[config.mk]
export PLATFORM = sky130hd
export DESIGN_NAME = usr_shift_bus
export DESIGN_NICKNAME = d
export VERILOG_FILES = /design/src/rtl/usr_pkg.sv /design/src/rtl/usr_ctrl_dec.sv /design/src/rtl/usr_next_val.sv /design/src/rtl/usr_state_reg.sv /design/src/rtl/usr_shift_bus.sv
export SDC_FILE = /design/constraint.sdc
export NUM_CORES = 1
export LEC_CHECK = 0
export ABC_AREA = 1
export BUFFER_PORTS_ARGS = -buffer_cell sky130_fd_sc_hd__buf_2
export CAP_MARGIN = 20
export CORE_MARGIN = 5
export CORE_UTILIZATION = 45
export CTS_CLUSTER_DIAMETER = 100
export CTS_CLUSTER_SIZE = 14
export DETAILED_ROUTE_END_ITERATION = 8
export GPL_TIMING_DRIVEN = 0
export HOLD_SLACK_MARGIN = 0.12
export PLACE_DENSITY = 0.74
export SYNTH_ARGS = -nofsm -noshare
export SYNTH_HDL_FRONTEND = slang
export SYNTH_SLANG_ARGS = --single-unit
[constraint.sdc]
create_clock -name clk -period 1.22 [get_ports clk]
set_clock_uncertainty 0.15 [all_clocks]
set_input_delay 0.061 -clock clk [delete_from_list [all_inputs] [get_ports clk]]
set_output_delay 0.061 -clock clk [all_outputs]
set_load 0.05 [all_outputs]
[src/rtl/usr_pkg.sv]
package usr_pkg;

    // Operation chosen by {sel_s1, sel_s0}; the codes are behaviour.
    typedef enum logic [1:0] {
        MODE_HOLD = 2'b00,
        MODE_SHR  = 2'b01,
        MODE_SHL  = 2'b10,
        MODE_LOAD = 2'b11
    } usr_mode_e;

    typedef struct packed {
        usr_mode_e mode;
        logic      drive_en;
    } usr_ctrl_t;

    function automatic usr_mode_e usr_mode_of(input logic s1, input logic s0);
        return usr_mode_e'({s1, s0});
    endfunction

    function automatic logic usr_drive_of(input logic oe1_n, input logic oe2_n,
                                          input usr_mode_e mode);
        return !oe1_n && !oe2_n && (mode != MODE_LOAD);
    endfunction

endpackage

[src/rtl/usr_ctrl_dec.sv]
module usr_ctrl_dec
    import usr_pkg::*;
(
    input  logic      sel_s0,
    input  logic      sel_s1,
    input  logic      oe1_n,
    input  logic      oe2_n,
    output usr_ctrl_t ctrl
);

    usr_mode_e mode_w;

    always_comb begin
        mode_w        = usr_mode_of(sel_s1, sel_s0);
        ctrl.mode     = mode_w;
        ctrl.drive_en = usr_drive_of(oe1_n, oe2_n, mode_w);
    end

endmodule

[src/rtl/usr_next_val.sv]
module usr_next_val
    import usr_pkg::*;
#(
    parameter int WIDTH = 8
) (
    input  usr_mode_e        mode,
    input  logic [WIDTH-1:0] cur,
    input  logic [WIDTH-1:0] par_in,
    input  logic             ser_r,
    input  logic             ser_l,
    output logic [WIDTH-1:0] nxt
);

    localparam int TOP = WIDTH - 1;

    for (genvar i = 0; i < WIDTH; i++) begin : g_bit
        logic from_low;
        logic from_high;

        if (i == 0) begin : g_lo_end
            assign from_low = ser_r;
        end else begin : g_lo_mid
            assign from_low = cur[i-1];
        end

        if (i == TOP) begin : g_hi_end
            assign from_high = ser_l;
        end else begin : g_hi_mid
            assign from_high = cur[i+1];
        end

        always_comb begin
            unique case (mode)
                MODE_HOLD: nxt[i] = cur[i];
                MODE_SHR:  nxt[i] = from_low;
                MODE_SHL:  nxt[i] = from_high;
                MODE_LOAD: nxt[i] = par_in[i];
                default:   nxt[i] = cur[i];
            endcase
        end
    end

endmodule

[src/rtl/usr_state_reg.sv]
module usr_state_reg #(
    parameter int WIDTH = 8
) (
    input  logic             clk,
    input  logic             rst_n,
    input  logic [WIDTH-1:0] d,
    output logic [WIDTH-1:0] q
);

    always_ff @(posedge clk or negedge rst_n) begin
        if (!rst_n) begin
            q <= '0;
        end else begin
            q <= d;
        end
    end

    AST_RESET_CLEARS: assert property (@(posedge clk) !rst_n |-> (q == '0));

endmodule

[src/rtl/usr_shift_bus.sv]
module usr_shift_bus
    import usr_pkg::*;
#(
    parameter int WIDTH = 8
) (
    input  logic             clk,
    input  logic             rst_n,
    input  logic             sel_s0,
    input  logic             sel_s1,
    input  logic             ser_in_r,
    input  logic             ser_in_l,
    input  logic             oe1_n,
    input  logic             oe2_n,
    input  logic [WIDTH-1:0] bus_in,
    output logic [WIDTH-1:0] bus_out,
    output logic             bus_oe,
    output logic             ser_out_lo,
    output logic             ser_out_hi
);

    localparam int TOP = WIDTH - 1;

    usr_ctrl_t        ctrl;
    logic [WIDTH-1:0] nxt;
    logic [WIDTH-1:0] q;

    usr_ctrl_dec u_dec (
        .sel_s0 (sel_s0),
        .sel_s1 (sel_s1),
        .oe1_n  (oe1_n),
        .oe2_n  (oe2_n),
        .ctrl   (ctrl)
    );

    usr_next_val #(.WIDTH(WIDTH)) u_next (
        .mode   (ctrl.mode),
        .cur    (q),
        .par_in (bus_in),
        .ser_r  (ser_in_r),
        .ser_l  (ser_in_l),
        .nxt    (nxt)
    );

    usr_state_reg #(.WIDTH(WIDTH)) u_reg (
        .clk   (clk),
        .rst_n (rst_n),
        .d     (nxt),
        .q     (q)
    );

    assign bus_out    = q;
    assign bus_oe     = ctrl.drive_en;
    assign ser_out_lo = q[0];
    assign ser_out_hi = q[TOP];

    AST_HOLD_KEEPS: assert property (@(posedge clk) disable iff (!rst_n)
        (!sel_s1 && !sel_s0) |=> $stable(bus_out));

    AST_LOAD_TAKES: assert property (@(posedge clk) disable iff (!rst_n)
        (sel_s1 && sel_s0) |=> (bus_out == $past(bus_in)));

    AST_SHR_MOVES: assert property (@(posedge clk) disable iff (!rst_n)
        (!sel_s1 && sel_s0) |=>
        (bus_out == {$past(bus_out[TOP-1:0]), $past(ser_in_r)}));

    AST_SHL_MOVES: assert property (@(posedge clk) disable iff (!rst_n)
        (sel_s1 && !sel_s0) |=>
        (bus_out == {$past(ser_in_l), $past(bus_out[TOP:1])}));

    AST_NO_DRIVE_ON_LOAD: assert property (@(posedge clk) disable iff (!rst_n)
        (sel_s1 && sel_s0) |-> !bus_oe);

    AST_NO_DRIVE_DISABLED: assert property (@(posedge clk) disable iff (!rst_n)
        (oe1_n || oe2_n) |-> !bus_oe);

    AST_SER_ENDS: assert property (@(posedge clk)
        (ser_out_lo == bus_out[0]) && (ser_out_hi == bus_out[TOP]));

endmodule

==> flow_summary.toml, run 1 <==
[synthesis]
syn_area_per_cell_um2 = 8.303
ys_types = 15
synth-seq-cells = 8
synth_top_area_share_pct = 31.31
seq_area_frac_synth_pct = 31.31
yosysWarnings = 0
synth_top_cell_by_area = "dfrtp_1"
syn-cell-area_um2 = 639.4
synth_cells = 77
synth.area.top_cells = "dfrtp_1 31%, nand3_2 25%, nand2_1 18%"
syn_nets = 93

[die]
io_pins = 27
start_util_pct = 48.53
core-area_um2 = 1318
die_w_um = 47.70
dieArea_um2 = 2275
rows = 13
die_y_um = 47.70

[clocking]
cts_hold_buffers = 6
clockBufferDepth = 2
clock-root-buffer = "clkbuf_4"
cts-buffers-inserted = 3
clk_latency_ns = 0.25
cts_tree = "yes"
h-tree-depth = 1
clkSlewWorstSetupHoldPaths_ns = 0.06
clock_sinks = 8

[pwr]
leakage_uw = 0.0004867
p_per_area_nw_per_um2 = 1155
power_uw = 1021
ir_worst_vdd_mv = 0.6374

[global_routing]
globalRouteOverflowTotal = 0
antenna_found_initial = 0
track_usage_pct = 16.69
grt_max_degree = 11
grt_pass1_wl_um = 2628
grt_pass1_vias = 619

[sta]
fmax_ghz = 0.8526
maxSlewHeadroom_pct = 83.07
setup_viol = 0
final.min_clock_period_ns = 1.173
fin_hold_ws_ns = -0.01073
worst_slack_ns = 0.04709
slew_viol_final = 0
final-hold-violation-count = 4
fin_setup_tns_ns = 0
rsz0062_at_grt = "no"
finalCritPeriodShare_pct = 96.14
tightest_slew_ns = 0.2533

[flow_run]
maxCapViolations = 0

[worst_setup_path]
r2r_setup_slack_ns = 0.18
path_delay_family = "flip-flops"
crit_path_cell_trace = "buf_4, buf_4"
r2r_start = "u_reg.q[7]"
cp-start-kind = "flop"
crit_slowest_cell = "dfrtp_1"
endpoint_kind = "output port"
slowest_delay_ns = 0.40
crit_buf_inv = 2
cp_common_cell = "buf_4"
cp_max_fo = 4
r2r_cells = 5
cp.required_ns = 1.01
critPathKind = "flop to output port"
r2r_end = "u_reg.q[6]"
cp.arrival_ns = 0.96

[cells_and_area]
top_regs = "u_reg.q: 8 flops"
layout-drive-gt1-share_pct = 51.79
largest_reg_flops = 8
top_register = "u_reg.q"
syn_to_final_growth_pct = 38.16
antenna_cells = 0
final_nets = 130

[hold_path]
hold_start = "sel_s0"
min_path_type = "input pin to flop"
whs_path_depth = 4
holdPathEnd = "u_reg.q[6]"

[routing]
initialDrtViolationCount = 22
ant_nets = 0
wire_per_inst_um = 12.24
drt_pre_antenna_iters = 4
vias = 636
drc = 0
drt-total-wl_um = 1554
avgViaCountPerCell = 5.008

[placement]
place_congestion = 0.7853
io_buffers = 25
hpwl_um = 1133
pre_cts_slack_ns = 0.1906

[outcome]
violations = "hold timing"
status = "complete, but fails checks"
worst reg2reg max path, delay by kind of cell (launching register included):
family                 cells  cell delay, ns
and+or+nand+nor            4            0.24
DFF                        1            0.41
buffers and inverters      1            0.15
synthesized netlist by cell type:
master,count
nand2_1,30
nand3_2,16
dfrtp_1,8
nand3_1,6
buf_4,2
buf_6,2
inv_1,2
inv_4,2
nor2_1,2
nor2_4,2
a21oi_2,1
buf_12,1
inv_6,1
nor2_2,1
o21ai_1,1
layout by cell type, fill, tap and decap left out, types with 2 or more instances in the layout:
cell	instances
nand3_2	16
clkbuf_4	3
inv_4	2
buf_2	23
nand2_1	30
buf_6	3
dlygate4sd3_1	6
nor2_4	2
nand3_1	6
inv_1	2
buf_4	4
dfrtp_1	7
nor2_1	2
how the worst max path moves through the flow:
stage | start | endpoint | slack [ns] | cells after the start
2_1_floorplan | u_reg.q[7] | bus_out[7] | 0.02 | 1
3_3_place_gp | u_reg.q[7] | bus_out[7] | 0.21 | 2
3_5_place_dp | u_reg.q[7] | bus_out[7] | 0.19 | 2
4_1_cts | u_reg.q[0] | bus_out[0] | 0.02 | 2
5_1_grt | u_reg.q[0] | bus_out[0] | 0.01 | 2
6_report | u_reg.q[0] | bus_out[0] | 0.05 | 2
through the flow:
stage | utilization [%] | std cells | instance area (µm²) | hold slack, ns
floorplan | - | 77 | 639.4 | -0.3846
global placement | 59.45 | 117 | 783.3 | -0.2344
detailed placement | 59.45 | 117 | 783.3 | -0.2339
CTS | 66.57 | 127 | 877.1 | -0.01986
global route | 67.05 | 127 | 883.3 | 0.01802
finish | 67.05 | 127 | 883.3 | -0.01073
final cells by class:
cell class	count	area, µm²
Buffer	5	57.56
Clock buffer	3	22.52
Fill cell	117	434.2
Inverter	5	28.78
Multi-Input combinational cell	59	352.8
Sequential cell	8	201.4
Tap cell	15	18.77
Timing Repair Buffer	32	201.4
per-layer routing:
metal	vias to the layer above	part of all wire [%]	global-route usage (%)
met2	25	50	28.23
met3	5	7.3	3.008
met4	0	1.5	8.065
li1	319	-	-
met5	-	0	0
met1	287	41	20.23
power by group:
part           total, µW  switching [µW]  internal, µW
logic                465             311           154
registers            351            45.7           305
clock network        204            91.7           113
total               1020             449           572
what timing repair did:
| item | CTS | global route |
|---|---|---|
| gates cloned | 0 | 0 |
| setup endpoints to repair | 2 | 2 |
| setup buffers | 1 | 0 |
| resized for setup | 2 | 3 |
| hold endpoints to repair | 16 | 7 |
logic make-up (layout without fill, tap and decap cells):
kind of cell    Yosys count  after routing  synth area share, %
flops                     8              8                31.31
simple gates             57             57                53.03
buf+inv                  10             45                13.50
compound gates            2              2                2.152
Power figures use the tool's default switching activity.
==> run 2: changes to the inputs <==
--- a/config.mk
+++ b/config.mk
@@ -5,17 +5,16 @@
 export SDC_FILE = /design/constraint.sdc
 export NUM_CORES = 1
 export LEC_CHECK = 0
-export ABC_AREA = 1
 export BUFFER_PORTS_ARGS = -buffer_cell sky130_fd_sc_hd__buf_2
 export CAP_MARGIN = 20
-export CORE_MARGIN = 5
-export CORE_UTILIZATION = 45
+export CORE_AREA = 5 5 42 44
 export CTS_CLUSTER_DIAMETER = 100
 export CTS_CLUSTER_SIZE = 14
 export DETAILED_ROUTE_END_ITERATION = 8
+export DIE_AREA = 0 0 47 49
 export GPL_TIMING_DRIVEN = 0
 export HOLD_SLACK_MARGIN = 0.12
-export PLACE_DENSITY = 0.74
+export PLACE_DENSITY = 0.61
 export SYNTH_ARGS = -nofsm -noshare
 export SYNTH_HDL_FRONTEND = slang
 export SYNTH_SLANG_ARGS = --single-unit
==> run 2 against run 1 <==
  * The flow still finishes with violations (hold timing)
  * Sequential power is 11% higher
  * Routed wire length fell by 34%
  * Register-to-register slack lost 0.12 ns
  * Total power increased by 13%
  * Sequential share of layout area increased by 5.5 points
  * Critical endpoint is now u_reg.q[0]
  * Combinational power is 17% higher
==> flow_summary.toml, run 2 <==
[cells_and_area]
antenna_cells = 0
layout_common_cells = "22 x buf_2, 12 x dlygate4sd3_1, 8 x mux4_2"
fin_util_pct = 52.68
final_common_cell = "buf_2"
top_regs = "u_reg.q: 8 flops"
syn_to_final_growth_pct = 73.53
final_nets = 78
top_register = "u_reg.q"
largest_reg_flops = 8
fillerInstances = 132
design_area_um2 = 738.2
layout-drive-gt1-share_pct = 77.05

[sta]
final-hold-violation-count = 3
rsz0062_at_grt = "no"
final.min_clock_period_ns = 1.194
tightest_slew_ns = 0.2522
fmax_ghz = 0.8372
fin_hold_ws_ns = -0.005841
worst_slack_ns = 0.02558
slew_viol_final = 0
finalCritPeriodShare_pct = 97.90
setup_viol = 0
fin_setup_tns_ns = 0
maxSlewHeadroom_pct = 83.31

[die]
start_util_pct = 30.36
core-area_um2 = 1401
die_w_um = 47
dieArea_um2 = 2303
io_pins = 27
rows = 14
die_y_um = 49

[worst_setup_path]
r2r_cells = 1
cp_max_fo = 1
cp-start-kind = "input pin"
cp.arrival_ns = 1.16
cp.required_ns = 1.19
endpoint_kind = "flop"
critPathKind = "input pin to flop"

[synthesis]
synthArstFlopShare_pct = 100.0
synth_mux_area_share_pct = 42.35
syn-cell-area_um2 = 425.4
yosysWarnings = 0
synth_compound_area_share_pct = 1.765
synth_top_cell_by_area = "dfrtp_1"
synth_cells = 21
seq_area_frac_synth_pct = 47.06
syn_nets = 37
synth_top_area_share_pct = 47.06
ys_types = 5
syn_area_per_cell_um2 = 20.26
synth-seq-cells = 8
synth_fa_ha_area_share_pct = 0
synth_xor_area_share_pct = 0
synth_top_family_by_area = "multiplexers"
synth_flop_cell = "dfrtp_1"
synthSimpleGateAreaFrac_pct = 0
synth_edf_count = 0
synth_top_cells_by_count = "8 x dfrtp_1, 8 x mux4_2, 2 x buf_4, 2 x buf_6, 1 x a211oi_1"
synth.area.top_cells = "dfrtp_1 47%, mux4_2 42%, buf_6 5.3%"

[pwr]
netSwitchingFraction_pct = 41.60
p_int_uw = 671.6
pwr-share-clk_pct = 18.9
p_per_area_nw_per_um2 = 1558
p_sw_uw = 478.3
power_uw = 1150
comb_power_share_pct = 47.1
ir_worst_vdd_mv = 0.6633
power.share.sequential_pct = 34.0
leakage_uw = 0.0003264

[placement]
place_congestion = 0.6599
postPlaceCellArea_um2 = 579.3
io_buffers = 24
pre_cts_slack_ns = 0.06441

[routing]
initialDrtViolationCount = 1
drt-total-wl_um = 1026
drt_pre_antenna_iters = 2
ant_nets = 0
vias = 361
wire_per_inst_um = 13.32
avgViaCountPerCell = 4.688
drc = 0

[clocking]
clock_sinks = 8
post-cts-setup-buffers = 0
clockBufferDepth = 2
cts-buffers-inserted = 3
cts_tree = "yes"
clkSlewWorstSetupHoldPaths_ns = 0.06
cts_hold_buffers = 12
clock-root-buffer = "clkbuf_4"
clk_latency_ns = 0.25
h-tree-depth = 1

[global_routing]
grt_pass1_wl_um = 1669
antenna_found_initial = 0
grt_max_degree = 10
grt_pass1_vias = 397
globalRouteOverflowTotal = 0
track_usage_pct = 10.65

[flow_run]
maxCapViolations = 0

[outcome]
violations = "hold timing"
status = "complete, but fails checks"

[hold_path]
whs_path_depth = 2
min_path_type = "input pin to flop"
==> run 2: cell count changes after synthesis, sizes merged, moves of 5 or more <==
cell | previous run | this run
inv | 5 | 0
mux4 | 0 | 8
nand2 | 30 | 0
nand3 | 22 | 0
nor2 | 5 | 0
==> run 2: final cells by class <==
class	instances	area (µm²)	area share, %
multi-input combinational	9	192.7	26.10
timing repair buffer	36	252.7	34.24
buffer	4	37.54	5.085
sequential	8	209.0	28.31
tap	16	20.02	2.712
clock buffer	4	26.28	3.559
==> run 2: repair_timing <==
item	in CTS	in global routing
endpoints found under the hold margin	16	8
endpoints found under the setup margin	2	2
resized for setup	2	2
==> run 2: stage by stage <==
stage	hold slack (ns)	instances
floorplan	-0.3846	21
global placement	-0.2378	61
detailed placement	-0.2362	61
CTS	-0.004090	77
global route	-0.02150	77
finish	-0.005841	77
==> run 2: worst paths after layout <==
| path | from | endpoint | slack, ns |
|---|---|---|---|
| hold reg to reg | u_reg.q[2] | u_reg.q[2] | 0.47 |
| max in group asynchronous | rst_n | u_reg.q[1] | 0.18 |
| setup / recovery | bus_in[0] | u_reg.q[0] | 0.03 |
| hold / removal | sel_s1 | u_reg.q[6] | -0.006 |
| min in group asynchronous | rst_n | u_reg.q[6] | 0.56 |
| setup reg to reg | u_reg.q[6] | u_reg.q[7] | 0.06 |
==> run 2: critical path, cell delays in order <==
cell,delay (ns)
dlygate4sd3_1,0.53
buf_2,0.12
mux4_2,0.46
==> run 2: metal layers <==
metal	routed length, µm	global-route usage [%]	vias up
met5	0	0	-
met3	95	7.011	0
met2	558	16.52	15
met4	0	4.147	0
met1	372	11.06	181
li1	-	-	165
==> run 2: cell families (layout without fill, tap and decap cells) <==
kind of cell / after synthesis / in the layout
AOI/OAI and AO/OA: 1 / 1
buffers and inverters: 4 / 44
DFF: 8 / 8
muxes: 8 / 8
==> run 2: power groups by stage <==
stage	clock network (µW)	logic (µW)	registers, µW
finish	217	542	391
global route	251	565	402
CTS	226	537	393
detailed placement	0	500	395
global placement	0	495	394
floorplan	0	184	587
==> run 3: changes to the inputs <==
--- a/config.mk
+++ b/config.mk
@@ -14,7 +14,8 @@
 export DIE_AREA = 0 0 47 49
 export GPL_TIMING_DRIVEN = 0
 export HOLD_SLACK_MARGIN = 0.12
-export PLACE_DENSITY = 0.61
+export PLACE_DENSITY = 0.63
 export SYNTH_ARGS = -nofsm -noshare
 export SYNTH_HDL_FRONTEND = slang
+export SYNTH_HIERARCHICAL = 1
 export SYNTH_SLANG_ARGS = --single-unit
==> run 3 against run 2 <==
  * The flow now finishes without violations
  * Via count up 5.0%
  * Setup slack worse by 0.0059 ns
  * Count of clock-buffer cells in the layout down 1
  * Synthesized cell count rose by 9.5%
  * Routed wire length fell by 7.3%
  * Critical path type unchanged
  * Critical endpoint is now u_reg/q[4]
  * Largest power group unchanged
==> flow_summary.toml, run 3 <==
[die]
start_util_pct = 31.79
core-area_um2 = 1401
dieArea_um2 = 2303
die_w_um = 47
rows = 14
io_pins = 27
die_y_um = 49

[synthesis]
synth_cells = 23
yosysWarnings = 6
synth_flop_cell = "dfrtp_1"
synthArstFlopShare_pct = 100.0
synth_top_cell_by_area = "dfrtp_1"
synth-seq-cells = 8
syn-cell-area_um2 = 445.4
syn_area_per_cell_um2 = 19.37
synth_edf_count = 0
seq_area_frac_synth_pct = 44.94
ys_types = 5
synth_top_area_share_pct = 44.94
synth.area.top_cells = "dfrtp_1 45%, mux4_2 40%, buf_4 6.7%"
synth_top_cells_by_count = "8 x dfrtp_1, 8 x mux4_2, 4 x buf_4, 2 x buf_6, 1 x a211oi_2"
syn_nets = 39

[cells_and_area]
layout_common_cells = "24 x buf_2, 12 x dlygate4sd3_1, 8 x mux4_2, 8 x dfrtp_2, 6 x buf_4"
seq_area_um2 = 210.2
fin_util_pct = 53.75
antenna_cells = 0
largest_reg_flops = 8
fillerInstances = 137
multi_input_area_um2 = 192.7
final_nets = 82
final_common_cell = "buf_2"
top_regs = "u_reg/q: 8 flops"
top_register = "u_reg/q"
layout-drive-gt1-share_pct = 81.25
syn_to_final_growth_pct = 69.10

[global_routing]
track_usage_pct = 9.914
grt_pass1_wl_um = 1635
globalRouteOverflowTotal = 0
grt_max_degree = 9
grt_pass1_vias = 397
antenna_found_initial = 0

[sta]
setup_viol = 0
maxSlewHeadroom_pct = 83.50
final.min_clock_period_ns = 1.200
tightest_slew_ns = 0.2492
slew_viol_final = 0
final-hold-violation-count = 0
fmax_ghz = 0.8331
fin_hold_ws_ns = 0.2001
rsz0062_at_grt = "no"
worst_slack_ns = 0.01964
finalCritPeriodShare_pct = 98.39

[clocking]
h-tree-depth = 1
cts_tree = "yes"
clkSlewWorstSetupHoldPaths_ns = 0.05
post-cts-setup-buffers = 0
clock_sinks = 8
clock-root-buffer = "clkbuf_4"
cts-buffers-inserted = 3
clk_latency_ns = 0.24
clockBufferDepth = 2

[routing]
drc = 0
vias = 379
wire_per_inst_um = 11.89
drt-total-wl_um = 951
ant_nets = 0
drt_pre_antenna_iters = 2
avgViaCountPerCell = 4.738
initialDrtViolationCount = 2

[worst_setup_path]
cp_max_fo = 1
cp-start-kind = "input pin"
r2r_cells = 1
critPathKind = "input pin to flop"
endpoint_kind = "flop"
cp.required_ns = 1.18
cp.arrival_ns = 1.16

[hold_path]
min_path_type = "input pin to flop"
whs_path_depth = 4

[placement]
pre_cts_slack_ns = 0.01591
place_congestion = 0.6283
io_buffers = 26

[pwr]
leakage_uw = 0.0003392
ir_worst_vdd_mv = 0.7699
p_per_area_nw_per_um2 = 1484
power_uw = 1118

[outcome]
status = "complete, no violations"

[flow_run]
maxCapViolations = 0
-- run 3: cell families after synthesis --
group                  count (synthesis)  share of synthesized area (%)
AO/OA/AOI/OAI                          1                          2.809
multiplexers                           8                          40.45
buffers and inverters                  6                          11.80
flip-flops                             8                          44.94
-- run 3: final cells by class --
class / instances / area share (%)
flip-flops and latches: 8 / 27.91
clock buffers: 3 / 2.990
multi-input cells: 9 / 25.58
repair buffers: 38 / 33.89
plain buffers: 6 / 6.977
well taps: 16 / 2.658
-- run 3: final timing paths --
path | slack, ns | start | to
min in group asynchronous | 0.58 | rst_n | u_reg/q[5]
hold / removal | 0.20 | sel_s0 | u_reg/q[6]
setup reg to reg | 0.06 | u_reg/q[1] | u_reg/q[0]
setup / recovery | 0.02 | bus_in[4] | u_reg/q[4]
hold reg to reg | 0.48 | u_reg/q[2] | u_reg/q[2]
max in group asynchronous | 0.15 | rst_n | u_reg/q[1]
-- run 3: timing repair --
action                                  in CTS  in global routing
endpoints found under the setup margin       0                  2
gates resized for setup                      0                  4
endpoints found under the hold margin       16                  0
hold buffers                                12                  0
-- run 3: where the power goes --
group | total [µW] | internal (µW) | switching (µW)
registers | 390 | 335 | 55.3
logic | 539 | 212 | 327
clock network | 189 | 112 | 76.9
-- run 3: per-stage QoR --
step | area [µm²] | TNS (ns) | std cells
floorplan | 455.4 | -0.3367 | 23
finish | 753.2 | 0 | 80
global placement | 605.6 | 0 | 65
detailed placement | 605.6 | 0 | 65
global route | 753.2 | 0 | 80
CTS | 748.2 | 0 | 80
-- run 3: worst max-delay path, cell delays in order --
cell and delay (ns):
dlygate4sd3_1 0.53, buf_2 0.12, mux4_2 0.45
-- run 3: metal layers --
| metal | vias up | GRT usage [%] | part of all wire [%] |
|---|---|---|---|
| li1 | 175 | - | - |
| met4 | 0 | 2.765 | 0 |
| met5 | - | 0 | 0 |
| met2 | 16 | 14.03 | 51 |
| met3 | 0 | 5.535 | 11 |
| met1 | 188 | 12.88 | 38 |
